File: config.mk
export PLATFORM = sky130hd
export DESIGN_NAME = bus_hold_arb
export DESIGN_NICKNAME = d
export VERILOG_FILES = /design/src/rtl/bha_pkg.sv /design/src/rtl/bha_sync.sv /design/src/rtl/bha_split_lock.sv /design/src/rtl/bha_owner_arb.sv /design/src/rtl/bus_hold_arb.sv
export SDC_FILE = /design/constraint.sdc
export NUM_CORES = 1
export LEC_CHECK = 0
export BUFFER_PORTS_ARGS = -buffer_cell sky130_fd_sc_hd__buf_2
export CAP_MARGIN = 10
export CELL_PAD_IN_SITES_DETAIL_PLACEMENT = 1
export CELL_PAD_IN_SITES_GLOBAL_PLACEMENT = 1
export CORE_AREA = 2 2 39 41
export DETAILED_ROUTE_END_ITERATION = 8
export DIE_AREA = 0 0 41 43
export PLACE_DENSITY = 0.54
export SETUP_SLACK_MARGIN = 0.15
export SYNTH_ARGS = -nofsm -noshare
export SYNTH_HDL_FRONTEND = slang
export SYNTH_SLANG_ARGS = --single-unit
File: constraint.sdc
create_clock -name clk -period 4.1 [get_ports clk]
set_input_delay 0.82 -clock clk [delete_from_list [all_inputs] [get_ports clk]]
set_output_delay 0.82 -clock clk [all_outputs]
set_load 0.05 [all_outputs]
File: src/rtl/bha_pkg.sv
package bha_pkg;

    typedef enum logic [1:0] {
        OWNER_CPU = 2'd0,
        OWNER_DMA = 2'd1,
        OWNER_EXT = 2'd2
    } owner_e;

    typedef struct packed {
        logic ext;
        logic dma;
        logic cpu;
    } req_t;

    // Fixed precedence: outside hold, then DMA (unless locked out), then CPU as default.
    function automatic owner_e pick_owner(input req_t r, input logic dma_block);
        if (r.ext)
            return OWNER_EXT;
        else if (r.dma && !dma_block)
            return OWNER_DMA;
        else
            return OWNER_CPU;
    endfunction

    function automatic logic owner_wants(input owner_e o, input req_t r);
        case (o)
            OWNER_CPU: return r.cpu;
            OWNER_DMA: return r.dma;
            default:   return r.ext;
        endcase
    endfunction

endpackage

File: src/rtl/bha_sync.sv
module bha_sync #(
    parameter int STAGES = 2
) (
    input  logic clk,
    input  logic rst,
    input  logic hold_n,
    output logic active
);
    localparam int LAST = STAGES - 1;

    logic [LAST:0] pipe_q;

    generate
        if (STAGES == 1) begin : g_single
            always_ff @(posedge clk) begin
                if (rst) pipe_q <= '0;
                else     pipe_q <= ~hold_n;
            end
        end else begin : g_chain
            always_ff @(posedge clk) begin
                if (rst) pipe_q <= '0;
                else     pipe_q <= {pipe_q[LAST-1:0], ~hold_n};
            end
        end
    endgenerate

    assign active = pipe_q[LAST];

endmodule

File: src/rtl/bha_split_lock.sv
module bha_split_lock (
    input  logic clk,
    input  logic rst,
    input  logic cpu_own,
    input  logic acc_done,
    input  logic acc_split,
    output logic lock_q,
    output logic lock_next
);
    always_comb begin
        lock_next = lock_q;
        if (cpu_own && acc_done)
            lock_next = lock_q ? 1'b0 : acc_split;
    end

    always_ff @(posedge clk) begin
        if (rst) lock_q <= 1'b0;
        else     lock_q <= lock_next;
    end


    lock_origin_chk: assert property (@(posedge clk) disable iff (rst)
        $rose(lock_q) |-> $past(cpu_own && acc_done && acc_split));


    lock_hold_quiet_chk: assert property (@(posedge clk) disable iff (rst)
        (!cpu_own && !$past(rst)) |=> (lock_q == $past(lock_q)));

endmodule

File: src/rtl/bha_owner_arb.sv
module bha_owner_arb
    import bha_pkg::*;
(
    input  logic   clk,
    input  logic   rst,
    input  req_t   req,
    input  logic   acc_done,
    input  logic   dma_block,
    output owner_e owner_q
);
    logic   boundary;
    owner_e owner_d;

    always_comb begin
        if (owner_q == OWNER_EXT)
            boundary = !req.ext;
        else
            boundary = acc_done || !owner_wants(owner_q, req);
        owner_d = boundary ? pick_owner(req, dma_block) : owner_q;
    end

    always_ff @(posedge clk) begin
        if (rst) owner_q <= OWNER_CPU;
        else     owner_q <= owner_d;
    end


    ext_first_chk: assert property (@(posedge clk) disable iff (rst)
        (boundary && req.ext) |=> (owner_q == OWNER_EXT));

endmodule

File: src/rtl/bus_hold_arb.sv
module bus_hold_arb
    import bha_pkg::*;
#(
    parameter int SYNC_STAGES = 2,
    parameter int OE_W        = 4
) (
    input  logic            clk,
    input  logic            rst,
    input  logic            hold_n,
    input  logic            cpu_req,
    input  logic            dma_req,
    input  logic            acc_done,
    input  logic            acc_split,
    output logic            cpu_gnt,
    output logic            dma_gnt,
    output logic            hlda_n,
    output logic [OE_W-1:0] bus_oe
);
    logic   hold_act;
    logic   lock_q;
    logic   lock_next;
    owner_e owner_q;
    req_t   req;

    assign req = '{ext: hold_act, dma: dma_req, cpu: cpu_req};

    bha_sync #(.STAGES(SYNC_STAGES)) u_sync (
        .clk    (clk),
        .rst    (rst),
        .hold_n (hold_n),
        .active (hold_act)
    );

    bha_split_lock u_lock (
        .clk       (clk),
        .rst       (rst),
        .cpu_own   (owner_q == OWNER_CPU),
        .acc_done  (acc_done),
        .acc_split (acc_split),
        .lock_q    (lock_q),
        .lock_next (lock_next)
    );

    bha_owner_arb u_arb (
        .clk       (clk),
        .rst       (rst),
        .req       (req),
        .acc_done  (acc_done),
        .dma_block (lock_next),
        .owner_q   (owner_q)
    );

    always_comb begin
        cpu_gnt = (owner_q == OWNER_CPU);
        dma_gnt = (owner_q == OWNER_DMA);
        hlda_n  = (owner_q != OWNER_EXT);
    end

    genvar g;
    generate
        for (g = 0; g < OE_W; g++) begin : g_oe
            assign bus_oe[g] = (owner_q != OWNER_EXT);
        end
    endgenerate


    reset_state_chk: assert property (@(posedge clk)
        rst |=> (cpu_gnt && !dma_gnt && hlda_n));


    one_grant_chk: assert property (@(posedge clk) disable iff (rst)
        $countones({cpu_gnt, dma_gnt, ~hlda_n}) == 1);


    grant_change_chk: assert property (@(posedge clk) disable iff (rst)
        !$stable({cpu_gnt, dma_gnt, hlda_n}) |->
            ($past(acc_done) || $past(!hlda_n) ||
             $past(cpu_gnt && !cpu_req) || $past(dma_gnt && !dma_req)));


    hold_entry_chk: assert property (@(posedge clk) disable iff (rst)
        $fell(hlda_n) |-> $past(hold_act));


    hold_release_chk: assert property (@(posedge clk) disable iff (rst)
        (!hlda_n && !hold_act) |=> hlda_n);


    hold_keep_chk: assert property (@(posedge clk) disable iff (rst)
        (!hlda_n && hold_act) |=> !hlda_n);


    hold_tristate_chk: assert property (@(posedge clk) disable iff (rst)
        hlda_n ? (&bus_oe) : (bus_oe == '0));


    split_block_chk: assert property (@(posedge clk) disable iff (rst)
        $rose(dma_gnt) |-> $past(!lock_q || (cpu_gnt && acc_done)));

endmodule

==> metrics.txt, run 1 <==
outcome=finished clean; DR iter-0 viols=0; #FFs+latches synth=5; Initial Utilization=0.202; Final Hold Viols=0; M1 WL=232 µm; Multi-input gate area=149 µm²; Seq. cell area=100 µm²; TritonRoute pass-1 iters=1; Antenna Cells=0; Cells after DPL=54; antenna violations before repair=0; reported leakage power=0.144 nW; DRC=0; Clock Tree Root=clkbuf_4; wire per inst=10.7 µm; Worst setup EP type=output port; die height=43 µm; Fmax=509 MHz; first-pass GRT wire length=945 µm; vias per std cell=4.40; die area=1760 µm²; Die X=41 µm; clock slew at reported path FFs=0.05 ns; CTS tree=built; Yosys cell types=17; # setup viols final=0; Clock Skews=0.00367 ns; syn nets=36; Fill cells=176; Pins Over Slew Limit=0; total I/O pin count=14; Crit Path Class=reg2out; CTS max path bufs=2; CTS H-Tree Depth=1; Buffers on Ports=13; Routed met2 length=330 µm; GR Overflow Total=0; Worst EP required=3.28 ns; final period utilization=0.479; crit start category=flip-flop; setup TNS=0 ns; register area share after synthesis=0.359; maximum VDD drop=0.000118 V; Setup Buffers After CTS=0; post_cts resized=0; Tightest Hold Check Type=reg2reg; Top Layer Used=met3; Synth Warn #=0; Total GRT Usage=0.0804; wire length on met3=60 µm; Slew @ Worst Pin=0.392 ns; Num CTS Buffers=3; Mapped Cells=29; final net count=50; Area growth syn-to-layout=29.1%; Max-slew headroom=0.738; CTS sink cnt=5; worst path arrival time=1.14 ns; fin cells=58; DRT Wirelength=622 µm; vias after detailed routing=255; Antenna Violating Nets Remaining=0; share of cells above drive strength 1=0.452; clk_lat worst skew=0.24 ns; largest net degree at the start of global routing=9; vias in the first global route=220; CORE AREA=1380 µm²; Post-CTS Hold Buffers=0; max-cap viol count=0; post-route minimum period=1.96 ns; RSZ-0062 raised after global routing=no; # rows=14; routability-driven placement congestion ratio=0.652; synthesized area per cell=9.62 µm²; PwrDens=387 nW/µm²; worst-path fanout max=7; mapped cell area=279 µm²
flip-flops by register name, indices dropped and copies added, names as in the netlist:
| register | count |
|---|---|
| u_arb.owner_q | 2 |
| u_sync.pipe_q | 2 |
| u_lock.lock_q | 1 |
cells by family after synthesis:
| group | share of synthesized area |
|---|---|
| AOI/OAI and AO/OA | 0.103 |
| DFF | 0.359 |
| and+or+nand+nor | 0.359 |
| muxes | 0.0718 |
| buffers and inverters | 0.108 |
cell usage after synthesis:
master,n,area (µm²)
a21o_2,1,8.76
nand2_1,1,3.75
a21oi_1,1,5.00
nand3b_1,1,7.51
nor3_1,1,5.00
nor2_1,3,11.3
and2b_2,1,8.76
a311oi_2,1,15.0
or4b_1,1,10.0
mux2i_1,2,20.0
nor3b_1,2,15.0
buf_4,4,30.0
or3b_1,1,8.76
nand2b_1,1,6.26
nor2b_1,2,12.5
nand4bb_1,1,11.3
dfxtp_1,5,100
worst max-delay path, stage by stage (launching register included):
cell	delay, ns
dfxtp_1	0.43
nand2b_1	0.20
buf_2	0.28
where the power goes:
| group | switching (mW) | internal (mW) | total, mW |
|---|---|---|---|
| Clock | 0.0196 | 0.0368 | 0.0564 |
| Combinational | 0.0181 | 0.0107 | 0.0288 |
| Sequential | 0.00269 | 0.0515 | 0.0541 |
| Total | 0.0404 | 0.0989 | 0.139 |
metrics by stage:
stage / cell area [µm²] / power [mW] / setup slack [ns] / util / hold slack (ns)
floorplan: 279 / 0.0763 / 2.06 / - / 0.414
global placement: 334 / 0.0828 / 2.20 / 0.241 / 0.424
detailed placement: 334 / 0.0843 / 2.12 / 0.241 / 0.428
CTS: 360 / 0.143 / 2.11 / 0.260 / 0.443
global route: 360 / 0.148 / 2.04 / 0.260 / 0.449
finish: 360 / 0.139 / 2.14 / 0.260 / 0.437
final timing paths:
check / start / endpoint / slack (ns) / cells after the start
worst max register to register: u_arb.owner_q[1] / u_arb.owner_q[0] / 2.67 / 3
worst min register to register: u_sync.pipe_q[0] / u_sync.pipe_q[1] / 0.44 / 1
worst min-delay path: u_sync.pipe_q[0] / u_sync.pipe_q[1] / 0.44 / 1
worst max-delay path: u_arb.owner_q[0] / bus_oe[3] / 2.14 / 2
placed cells by master (no fill, tap or decap):
master and instances:
a21o_2 1, a21oi_1 1, a311oi_2 1, and2b_2 1, buf_2 13, clkbuf_1 1
clkbuf_4 3, dfxtp_1 5, mux2i_1 2, nand2_1 1, nand2b_1 1, nand3b_1 1
nand4bb_1 1, nor2_1 3, nor2b_1 2, nor3_1 1, nor3b_1 2, or3b_1 1
or4b_1 1
per-layer routing:
metal / vias up / global-route usage
li1: 125 / -
met1: 118 / 0.0871
met2: 12 / 0.128
met3: 0 / 0.0157
met4: 0 / 0.0600
met5: - / 0
final cells by class:
type	instances	share of cell area
Clock buffer	4	0.0729
Multi-Input combinational cell	20	0.413
Sequential cell	5	0.278
Tap cell	16	0.0556
Timing Repair Buffer	13	0.181
Note: power is estimated with default switching activity, not from simulation.
==> run 2, diff against run 1 <==
--- a/config.mk
+++ b/config.mk
@@ -12,7 +12,7 @@
 export CORE_AREA = 2 2 39 41
 export DETAILED_ROUTE_END_ITERATION = 8
 export DIE_AREA = 0 0 41 43
-export PLACE_DENSITY = 0.54
+export PLACE_DENSITY = 0.56
 export SETUP_SLACK_MARGIN = 0.15
 export SYNTH_ARGS = -nofsm -noshare
 export SYNTH_HDL_FRONTEND = slang
==> constraint.sdc (replaced) <==
create_clock -name clk -period 1.6 [get_ports clk]
set_input_delay 0.32 -clock clk [delete_from_list [all_inputs] [get_ports clk]]
set_output_delay 0.32 -clock clk [all_outputs]
set_load 0.05 [all_outputs]
==> run 2 against run 1 <==
Critical path depth rose by 1. First-iteration DRC count is 2 higher. Sequential power grew to 2.6 times the previous value. Combinational power grew to 2.8 times the previous value. Sequential cell count unchanged. Count of clock-buffer cells in the layout is the same. Cell count up 1.7%. Utilization is 2.4 points higher. Clock skew is essentially flat. Critical path type unchanged. Setup slack worse by 1.9 ns.
==> metrics.txt, run 2 (synthesis results as in run 1) <==
RSZ-0062 raised after global routing=yes; setup TNS=0 ns (unchanged); post-route minimum period=1.38 ns; GR Overflow Total=0 (unchanged); final net count=51 (+2.0%); Pins Over Slew Limit=0 (unchanged); fin cells=59 (+1.7%); reported leakage power=0.163 nW (+13%); # rows=14 (unchanged); largest net degree at the start of global routing=8 (-1); Die X=41 µm (unchanged); worst hold start=hold_n; DRC=0 (unchanged); vias in the first global route=247 (+12%); Antenna Cells=0 (unchanged); wire per inst=10.7 µm (+0.20%); die area=1760 µm² (unchanged); max-cap viol count=0 (unchanged); sequential fraction of design power=0.378 (-0.011); Net Sw Power=0.108 mW (+170%); clock slew at reported path FFs=0.05 ns (about the same); Fmax=726 MHz; DP Area=347 µm² (+3.7%); worst path arrival time=1.06 ns (-0.08 ns); CTS sink cnt=5 (unchanged); Clk pwr share=0.406 (about the same); Num CTS Buffers=3 (unchanged); DR iter-0 viols=2 (+2); Area growth syn-to-layout=41.3%; DRT Wirelength=634 µm (+1.9%); Worst setup EP type=output port; share of cells above drive strength 1=0.558 (+0.106); Initial Utilization=0.202 (unchanged); PwrDens=931 nW/µm² (+140%); switching share of power=0.294 (+0.00389); CORE AREA=1380 µm² (unchanged); Final Cell Area=394 µm² (+9.4%); Clock Tree Root=clkbuf_4; CTS tree=built; Final WS setup=0.223 ns (-1.91 ns); antenna violations before repair=0 (unchanged); worst slack at placement=0.161 ns (-1.96 ns); largest registers=u_arb.owner_q x2, u_sync.pipe_q x2, u_lock.lock_q x1; worst-path fanout max=7 (unchanged); # setup viols final=0 (unchanged); Worst EP required=1.28 ns (-2.00 ns); Buffers on Ports=13 (unchanged); CP Launch Point=u_arb.owner_q[1]; first-pass GRT wire length=1000 µm (+5.8%); commonest non-fill, non-tap cell in the layout=clkbuf_4; die height=43 µm (unchanged); routability-driven placement congestion ratio=0.610 (-6.5%); outcome=finished clean; Slew @ Worst Pin=0.237 ns (-0.155 ns); Max-slew headroom=0.841 (+0.103); vias after detailed routing=253 (-0.78%); Comb power frac=0.216 (+0.009); Cells after DPL=55 (+1.9%); total I/O pin count=14 (unchanged); Tot Pwr=0.367 mW (+160%); RR Startpoint=u_arb.owner_q[0]; Pint=0.259 mW (+160%); Antenna Violating Nets Remaining=0 (unchanged); Clock Skews=0.00377 ns (+0.000101 ns); Tightest Hold Check Type=in2reg; CTS H-Tree Depth=1 (unchanged); vias per std cell=4.29 (-2.5%); Setup Buffers After CTS=0 (unchanged); clk_lat worst skew=0.24 ns (about the same); Final Hold Viols=0 (unchanged); CTS max path bufs=2 (unchanged); maximum VDD drop=0.000488 V (+310%); crit start category=flip-flop; Crit Path Class=reg2out; Total GRT Usage=0.0875 (+0.00712); final period utilization=0.861; TritonRoute pass-1 iters=3 (+2); most frequent cells in the layout=8 x clkbuf_4, 7 x buf_2, 4 x dfxtp_1
[run 2: path summary, 6_finish.rpt]
path                           end  slack, ns  cells after the start
setup reg to reg  u_arb.owner_q[0]       0.30                      3
setup / recovery         bus_oe[0]       0.22                      3
hold reg to reg   u_sync.pipe_q[1]       0.44                      1
hold / removal    u_sync.pipe_q[0]       0.23                      2
[run 2: power groups by stage]
stage / combinational [mW] / sequential [mW] / clock (mW)
final: 0.0793 / 0.139 / 0.149
after global placement: 0.0755 / 0.140 / 0
after global routing: 0.0868 / 0.140 / 0.163
after floorplan: 0.0575 / 0.139 / 0
after CTS: 0.0781 / 0.138 / 0.158
after detailed placement: 0.0764 / 0.140 / 0
[run 2: through the flow]
| step | utilization | hold slack (ns) |
|---|---|---|
| global placement | 0.250 | 0.419 |
| floorplan | - | 0.387 |
| finish | 0.285 | 0.231 |
| global route | 0.285 | 0.239 |
| CTS | 0.271 | 0.223 |
| detailed placement | 0.250 | 0.437 |
[run 2: metal layers]
layer	GRT usage	vias to the layer above	routed length [µm]	part of all wire
li1	-	127	-	-
met1	0.110	111	265	0.42
met2	0.119	15	295	0.47
met3	0.0628	0	73	0.12
met4	0.0200	0	0	0
met5	0	-	0	0
[run 2: cell type report]
class | instances | area [µm²]
clock buffers | 4 | 26.3
fillers | 171 | 990
multi-input cells | 20 | 159
flip-flops and latches | 5 | 101
well taps | 16 | 20.0
repair buffers | 14 | 87.6
[run 2: worst max-delay path, stage by stage (launching register included)]
cell,delay [ns]
dfxtp_1,0.34
buf_4,0.16
nand2b_2,0.09
clkbuf_4,0.22
[run 2: what timing repair did]
action | in CTS | in global routing
hold buffers | 0 | 0
resized for setup | 1 | 7
pin swaps | 0 | 0
endpoints found under the setup margin | 6 | 7
gates cloned | 0 | 0
==> run 3, diff against run 2 <==
--- a/config.mk
+++ b/config.mk
@@ -10,9 +10,10 @@
 export CELL_PAD_IN_SITES_DETAIL_PLACEMENT = 1
 export CELL_PAD_IN_SITES_GLOBAL_PLACEMENT = 1
 export CORE_AREA = 2 2 39 41
+export CTS_CLUSTER_DIAMETER = 30
 export DETAILED_ROUTE_END_ITERATION = 8
 export DIE_AREA = 0 0 41 43
-export PLACE_DENSITY = 0.56
+export PLACE_DENSITY = 0.61
 export SETUP_SLACK_MARGIN = 0.15
 export SYNTH_ARGS = -nofsm -noshare
 export SYNTH_HDL_FRONTEND = slang
==> constraint.sdc (replaced) <==
create_clock -name clk -period 1.65 [get_ports clk]
set_input_delay 0.33 -clock clk [delete_from_list [all_inputs] [get_ports clk]]
set_output_delay 0.33 -clock clk [all_outputs]
set_load 0.05 [all_outputs]
==> run 3 against run 2 <==
Via count down 2.4%. Cell count shrank 1.7%. Die area unchanged. Global-route usage down 1.5 points. Critical path type is now reg2reg.
==> metrics.txt, run 3 (synthesis results as in run 1) <==
outcome=finished clean; Multi-input gate area=151 µm² (-4.7%); Max-slew headroom=0.759 (-0.0819); crit start category=flip-flop; total I/O pin count=14 (unchanged); Worst EP required=1.79 ns (+0.51 ns); Critical Path Max Stage Delay=0.49 ns (+0.15 ns); vias per std cell=4.26 (-0.69%); Total GRT Usage=0.0724 (-0.0152); TritonRoute pass-1 iters=1 (-2); wire per inst=9.10 µm (-15%); Clock Tree Root=clkbuf_4; Final WS setup=0.247 ns (+0.0241 ns); Setup Buffers After CTS=0 (unchanged); post-route minimum period=1.40 ns; Bufs and invs on worst path=0 (-2); largest net degree at the start of global routing=9 (+1); DRC=0 (unchanged); Routed met2 length=226 µm (-23%); die area=1760 µm² (unchanged); vias in the first global route=218 (-12%); clk_lat worst skew=0.23 ns (about the same); DR iter-0 viols=0 (-2); Antenna Violating Nets Remaining=0 (unchanged); # setup viols final=0 (unchanged); Seq. cell area=101 µm² (unchanged); Clock Skews=0.00160 ns (-0.00217 ns); CORE AREA=1380 µm² (unchanged); Worst setup EP type=flip-flop; post_cts resized=0 (-1); vias after detailed routing=247 (-2.4%); DRT Wirelength=528 µm (-17%); largest registers=u_arb.owner_q x2, u_sync.pipe_q x2, u_lock.lock_q x1; reported leakage power=0.154 nW (-5.5%); routability-driven placement congestion ratio=0.599 (-1.7%); first-pass GRT wire length=862 µm (-14%); fin cells=58 (-1.7%); share of cells above drive strength 1=0.500 (-0.0581); Die X=41 µm (unchanged); CTS max path bufs=2 (unchanged); RSZ-0062 raised after global routing=no; Fmax=713 MHz; hold_ws=0.250 ns (+0.0191 ns); maximum VDD drop=0.000296 V (-39%); CTS tree=built; cell family with most CP delay=simple AND/OR/NAND/NOR gates; Crit Path Class=reg2reg; Num CTS Buffers=3 (unchanged); Top Layer Used=met3; Post-CTS Hold Buffers=0 (unchanged); PwrDens=919 nW/µm² (-1.4%); CTS H-Tree Depth=1 (unchanged); Buffers on Ports=13 (unchanged); final net count=50 (-2.0%); Tightest Hold Check Type=in2reg; critical path's slowest cell=or4b_1; Area growth syn-to-layout=35.0%; antenna violations before repair=0 (unchanged); Cells after DPL=54 (-1.8%); worst-path fanout max=8 (+1); clock slew at reported path FFs=0.04 ns (about the same); Slew @ Worst Pin=0.361 ns (+0.123 ns); die height=43 µm (unchanged); most frequent cells in the layout=8 x clkbuf_4, 8 x buf_2, 4 x dfxtp_1; worst path arrival time=1.55 ns (+0.49 ns); setup TNS=0 ns (unchanged); max-cap viol count=0 (unchanged); GR Overflow Total=0 (unchanged); CTS sink cnt=5 (unchanged); # rows=14 (unchanged); final period utilization=0.850; Antenna Cells=0 (unchanged); M1 WL=239 µm (-9.8%); Fill cells=177 (+3.5%); Final Hold Viols=0 (unchanged); wire length on met3=63 µm (-14%); CP cell instances=nor3b_1 > or4b_1 > a311oi_2; Initial Utilization=0.202 (unchanged); worst slack at placement=0.202 ns (+0.0414 ns); Pins Over Slew Limit=0 (unchanged)
==> run 3: cell types whose count changed in the layout (fill, tap and decap cells not counted) <==
cell	delta
nor3b_2	-1
buf_4	-2
nor2b_1	+1
buf_2	+1
nor3b_1	+1
nor2b_2	-1
==> run 3: path summary, 6_finish.rpt <==
path / slack [ns] / cells past startpoint / to / startpoint
worst min-delay path: 0.25 / 2 / u_sync.pipe_q[0] / hold_n
worst max-delay path: 0.25 / 3 / u_arb.owner_q[0] / u_arb.owner_q[1]
worst max register to register: 0.25 / 3 / u_arb.owner_q[0] / u_arb.owner_q[1]
worst min register to register: 0.44 / 1 / u_sync.pipe_q[1] / u_sync.pipe_q[0]
==> run 3: per-stage QoR <==
| stage | area, µm² | utilization | total power [mW] |
|---|---|---|---|
| 3_3_place_gp | 337 | 0.243 | 0.207 |
| 3_5_place_dp | 337 | 0.243 | 0.208 |
| 6_report | 377 | 0.272 | 0.346 |
| 4_1_cts | 363 | 0.262 | 0.354 |
| 5_1_grt | 377 | 0.272 | 0.373 |
| 2_1_floorplan | 282 | - | 0.190 |
==> run 3: routing by layer <==
layer  vias up  track usage
met4         0       0.0600
met2        12        0.100
met5         -            0
li1        125            -
met3         0       0.0157
met1       110       0.0903
==> run 3: where the power goes <==
| group | internal [mW] | switching (mW) |
|---|---|---|
| sequential | 0.128 | 0.00665 |
| clock | 0.0913 | 0.0477 |
| combinational | 0.0284 | 0.0436 |
| total | 0.248 | 0.0979 |
==> run 3: area by class of cell <==
type                            instances  area share
Tap cell                               16      0.0532
Clock buffer                            4      0.0698
Multi-Input combinational cell         20       0.402
Timing Repair Buffer                   13       0.206
Sequential cell                         5       0.269
